[config.mk]
export PLATFORM = sky130hd
export DESIGN_NAME = bhc_ctrl
export DESIGN_NICKNAME = d
export VERILOG_FILES = /design/src/rtl/bhc_pkg.sv /design/src/rtl/bhc_resolve.sv /design/src/rtl/bhc_squash.sv /design/src/rtl/bhc_tally.sv /design/src/rtl/bhc_ctrl.sv
export SDC_FILE = /design/constraint.sdc
export NUM_CORES = 1
export LEC_CHECK = 0
export CAP_MARGIN = 20
export CORE_AREA = 4 4 41 43
export CTS_CLUSTER_DIAMETER = 30
export DETAILED_ROUTE_END_ITERATION = 10
export DIE_AREA = 0 0 45 47
export PLACE_DENSITY = 0.54
export SLEW_MARGIN = 20
export SYNTH_ARGS = -nofsm -noshare
export SYNTH_HDL_FRONTEND = slang
export SYNTH_SLANG_ARGS = --single-unit
[constraint.sdc]
create_clock -name clk -period 1.78 [get_ports clk]
set_input_delay 0.178 -clock clk [delete_from_list [all_inputs] [get_ports clk]]
set_output_delay 0.178 -clock clk [all_outputs]
set_load 0.02 [all_outputs]
[src/rtl/bhc_pkg.sv]
package bhc_pkg;
  localparam int POL_W = 2;
  localparam int CNT_W = 2;
  localparam int NSQ   = 2;

  typedef enum logic [POL_W-1:0] {
    POL_DELAY    = 2'd0,
    POL_STALL    = 2'd1,
    POL_SPEC     = 2'd2,
    POL_SPEC_ALT = 2'd3
  } policy_e;

  typedef enum logic {
    NPC_SEQ    = 1'b0,
    NPC_TARGET = 1'b1
  } npc_e;

  // bit order matters: popcount over the packed vector
  typedef struct packed {
    logic idex;
    logic ifid;
  } squash_t;
endpackage

[src/rtl/bhc_resolve.sv]
module bhc_resolve (
  input  logic ex_valid,
  input  logic ex_is_ctrl,
  input  logic ex_taken,
  output logic resolve,
  output logic redirect
);
  always_comb begin
    resolve  = ex_valid & ex_is_ctrl;
    redirect = resolve & ex_taken;
  end
endmodule

[src/rtl/bhc_squash.sv]
module bhc_squash
  import bhc_pkg::*;
(
  input  logic [POL_W-1:0] policy,
  input  logic             if_valid,
  input  logic             id_valid,
  input  logic             id_is_ctrl,
  input  logic             data_stall,
  input  logic             redirect,
  output squash_t          ctl,
  output logic             id_hold,
  output logic             id_zap
);
  policy_e pol;

  always_comb begin
    pol     = policy_e'(policy);
    ctl     = '0;
    id_hold = 1'b0;
    id_zap  = 1'b0;
    unique case (pol)
      POL_DELAY: begin
        // slot instruction in ID survives; only the one behind it dies
        ctl.ifid = if_valid & redirect;
      end
      POL_STALL: begin
        id_hold  = id_valid & id_is_ctrl;
        id_zap   = id_hold & ~data_stall & if_valid;
        ctl.ifid = (if_valid & redirect) | id_zap;
      end
      default: begin
        ctl.ifid = if_valid & redirect;
        ctl.idex = id_valid & redirect;
      end
    endcase
  end
endmodule

[src/rtl/bhc_tally.sv]
module bhc_tally #(
  parameter int N  = 2,
  parameter int CW = 2
) (
  input  logic          clk,
  input  logic          rst,
  input  logic [N-1:0]  squash_vec,
  input  logic          resolve,
  input  logic          id_zap,
  output logic [CW-1:0] flush_count,
  output logic [CW-1:0] res_bubbles
);
  logic pend_q;

  always_comb begin
    flush_count = '0;
    for (int i = 0; i < N; i++) begin
      flush_count = flush_count + CW'(squash_vec[i]);
    end
    res_bubbles = resolve ? (flush_count + CW'(pend_q)) : '0;
  end

  // a branch zapped in ID is always in EX on the next cycle
  always_ff @(posedge clk) begin
    if (rst) pend_q <= 1'b0;
    else     pend_q <= id_zap;
  end
endmodule

[src/rtl/bhc_ctrl.sv]
module bhc_ctrl
  import bhc_pkg::*;
(
  input  logic             clk,
  input  logic             rst,
  input  logic [POL_W-1:0] policy,
  input  logic             if_valid,
  input  logic             id_valid,
  input  logic             ex_valid,
  input  logic             id_is_ctrl,
  input  logic             ex_is_ctrl,
  input  logic             ex_taken,
  input  logic             data_stall,
  output logic             pc_we,
  output logic             pc_sel,
  output logic             ifid_squash,
  output logic             ifid_hold,
  output logic             idex_squash,
  output logic [CNT_W-1:0] flush_count,
  output logic             res_valid,
  output logic [CNT_W-1:0] res_bubbles
);
  logic             resolve;
  logic             redirect;
  squash_t          ctl;
  logic             id_hold;
  logic             id_zap;
  logic [CNT_W-1:0] fc;
  logic [CNT_W-1:0] rb;
  npc_e             npc;

  bhc_resolve u_res (
    .ex_valid   (ex_valid),
    .ex_is_ctrl (ex_is_ctrl),
    .ex_taken   (ex_taken),
    .resolve    (resolve),
    .redirect   (redirect)
  );

  bhc_squash u_sq (
    .policy     (policy),
    .if_valid   (if_valid),
    .id_valid   (id_valid),
    .id_is_ctrl (id_is_ctrl),
    .data_stall (data_stall),
    .redirect   (redirect),
    .ctl        (ctl),
    .id_hold    (id_hold),
    .id_zap     (id_zap)
  );

  bhc_tally #(.N(NSQ), .CW(CNT_W)) u_tal (
    .clk         (clk),
    .rst         (rst),
    .squash_vec  (ctl),
    .resolve     (resolve),
    .id_zap      (id_zap),
    .flush_count (fc),
    .res_bubbles (rb)
  );

  always_comb begin
    npc         = (~rst & redirect) ? NPC_TARGET : NPC_SEQ;
    pc_sel      = npc;
    pc_we       = ~rst & (redirect | (~data_stall & ~id_hold));
    ifid_squash = ~rst & ctl.ifid;
    ifid_hold   = ~rst & data_stall & ~ctl.ifid;
    idex_squash = ~rst & (ctl.idex | data_stall);
    flush_count = rst ? '0 : fc;
    res_valid   = ~rst & resolve;
    res_bubbles = rst ? '0 : rb;
  end
endmodule

==> impl_metrics.py, run 1 <==
metrics = {
    "run": {
        "drv_cap": 0,
    },
    "detailed_routing": {
        "vias": 313,
        "ant_nets": 0,
        "drt_wl_total_um": 688,
        "wl_per_cell_um": 9.56,
        "drt_first_iter_violations": 2,
        "dr.pass1.iters": 2,
        "viasPerCell": 4.35,
        "drc_errors": 0,
    },
    "synthesis": {
        "synth_nets": 42,
        "ys_types": 23,
        "synthCells": 29,
        "synth_area_um2": 225,
        "netlist.area_leader.share_pct": 8.89,
        "yosysWarningCount": 0,
        "synth-seq-area-share_pct": 8.89,
        "ys_seq_elements": 1,
        "synth.area.top_cells": "dfxtp_1 8.9%, fa_1 8.9%, and2b_2 7.8%",
        "avgSynthCellArea_um2": 7.77,
        "yosys.area.top_type": "dfxtp_1",
    },
    "timing": {
        "tightest_slew_ns": 0.217,
        "fin_crit_sh_pct": 95.3,
        "finalSetupViolations": 0,
        "rsz0062_at_grt": "false",
        "hold_viol": 0,
        "fin_crit_ns": 1.70,
        "maxSlewViolCount": 0,
        "fmax_mhz": 590,
        "slew-limit-headroom_pct": 85.4,
    },
    "layout": {
        "final_common_cell": "dlygate4sd2_1",
        "largest_register_ffs": 1,
        "drive_above_1_share_pct": 38.6,
        "fill_cells": 161,
        "fin_nets": 72,
        "regMostFlops": "u_tal.pend_q",
        "final_core_util_pct": 39.3,
        "reg_top3": "u_tal.pend_q (1)",
        "mostFrequentLayoutCells": "12 x dlygate4sd2_1, 10 x buf_4, 3 x nor2_1",
        "syn2layout_area_growth_pct": 127,
        "antenna_cells": 0,
        "final_cells": 72,
    },
    "clock_tree": {
        "path_clk_slew_ns": 0,
        "post_cts_buffers": 0,
    },
    "floorplan": {
        "die_area_mm2": 0.00212,
        "rows": 13,
        "core-area_mm2": 0.00130,
        "ioPinCount": 21,
        "die_w_um": 45,
        "initial_core_util_pct": 17.3,
        "die_h_um": 47,
    },
    "placed_design": {
        "hpwlAfterDp_um": 629,
        "io_buffers": 20,
        "dp_cells": 72,
        "gp_congestion": 0.724,
    },
    "critical_path": {
        "slowest_stage": "fa_2",
        "critPathRequiredTime_ns": 1.60,
        "startpoint_type": "input pin",
        "arrival_ns": 1.52,
        "crit_path_cell_trace": "dlygate4sd2_1, nand4b_1, o21a_1, fa_2, nor2_2, buf_6",
        "crit_path_max_incr_delay_ns": 0.52,
        "path_class": "in2out",
        "end_kind": "primary output",
        "worstPathMaxFanout": 2,
    },
    "global_route": {
        "grt_pass1_vias": 286,
        "grt_pass1_wl_mm": 1.10,
        "antenna_found_initial": 0,
        "grt_max_degree": 7,
        "overflow": 0,
        "track_usage_pct": 6.55,
    },
    "min_path": {
        "hp-class": "in2reg",
    },
    "power": {
        "p_total_uw": 101,
        "peakVddDrop_uv": 63.0,
        "power_density_mw_per_mm2": 196,
        "leakage_nw": 0.274,
    },
    "status": {
        "outcome": "finished clean",
    },
}
[worst max-delay path, delay by kind of cell]
kind	cells	cell delay (ns)
buffers and inverters	2	0.35
and+or+nand+nor	2	0.23
AOI/OAI and AO/OA	1	0.22
adders and majority gates	1	0.52
[cell type report]
| cell class | count | area [um2] | area share, % |
|---|---|---|---|
| inverter | 2 | 7.51 | 1.47 |
| multi-input combinational | 25 | 208 | 40.6 |
| sequential | 1 | 20.0 | 3.91 |
| tap | 15 | 18.8 | 3.67 |
| timing repair buffer | 29 | 258 | 50.4 |
[Yosys cell counts]
cell type / count
o21ai_0: 1
and4b_2: 1
o22ai_2: 1
dfxtp_1: 1
inv_1: 2
nand3b_1: 1
a21o_1: 1
ha_1: 1
nor2b_1: 1
and2b_2: 2
or3b_1: 1
nand2b_1: 2
fa_1: 1
or2_2: 1
o21a_1: 1
nor3_1: 1
nand4b_1: 1
nand3_1: 1
nor2_1: 4
o31ai_1: 1
nand2_1: 1
buf_6: 1
nand4_1: 1
[cells by family (layout without fill, tap and decap cells)]
| kind of cell | Yosys count | after routing | synth area share (%) |
|---|---|---|---|
| fa+ha+maj | 2 | 2 | 14.4 |
| simple gates | 18 | 18 | 50.6 |
| buf+inv | 3 | 31 | 8.33 |
| flops | 1 | 1 | 8.89 |
| compound gates | 5 | 5 | 17.8 |
[path summary, 6_finish.rpt]
path | slack [ns] | end | cells past startpoint | start
max | 0.08 | res_bubbles[0] | 6 | policy[1]
min | 0.53 | u_tal.pend_q$_SDFF_PP0_ | 3 | data_stall
[report_power, final]
part / internal, mW / switching (mW)
combinational: 0.0430 / 0.0345
sequential: 0.0230 / 0.0000342
clock: 0 / 0
total: 0.0660 / 0.0345
[layer usage]
| metal | GRT usage, % | up-vias | share of wire (%) |
|---|---|---|---|
| li1 | - | 161 | - |
| met1 | 8.14 | 141 | 42 |
| met2 | 13.3 | 11 | 51 |
| met3 | 0 | 0 | 6.4 |
| met4 | 0 | 0 | 0 |
| met5 | 0 | - | 0 |
[through the flow]
| step | setup TNS [ns] | hold slack, ns | area [um2] | worst slack (ns) |
|---|---|---|---|---|
| after floorplan | 0 | 0.352 | 225 | 0.194 |
| after global placement | -2.87 | 0.868 | 500 | -0.615 |
| final | 0 | 0.526 | 512 | 0.0844 |
| after CTS | -0.0882 | 0.662 | 497 | -0.0882 |
| after global routing | 0 | 0.563 | 512 | 0.0122 |
| after detailed placement | -2.93 | 0.886 | 500 | -0.649 |
[what timing repair did]
item | in CTS | in global routing
resized for setup | 35 | 6
cloned | 0 | 0
hold buffers | 0 | 0
endpoints found under the setup margin | 9 | 4
pin swaps | 6 | 2
Note: power is estimated with default switching activity, not from simulation.
==> run 2: changes to the inputs <==
--- a/config.mk
+++ b/config.mk
@@ -5,6 +5,7 @@
 export SDC_FILE = /design/constraint.sdc
 export NUM_CORES = 1
 export LEC_CHECK = 0
+export ABC_CLOCK_PERIOD_IN_PS = 1780
 export CAP_MARGIN = 20
 export CORE_AREA = 4 4 41 43
 export CTS_CLUSTER_DIAMETER = 30
==> results of run 2 <==
Final layout, timing and power as in run 1 (identical DEF).
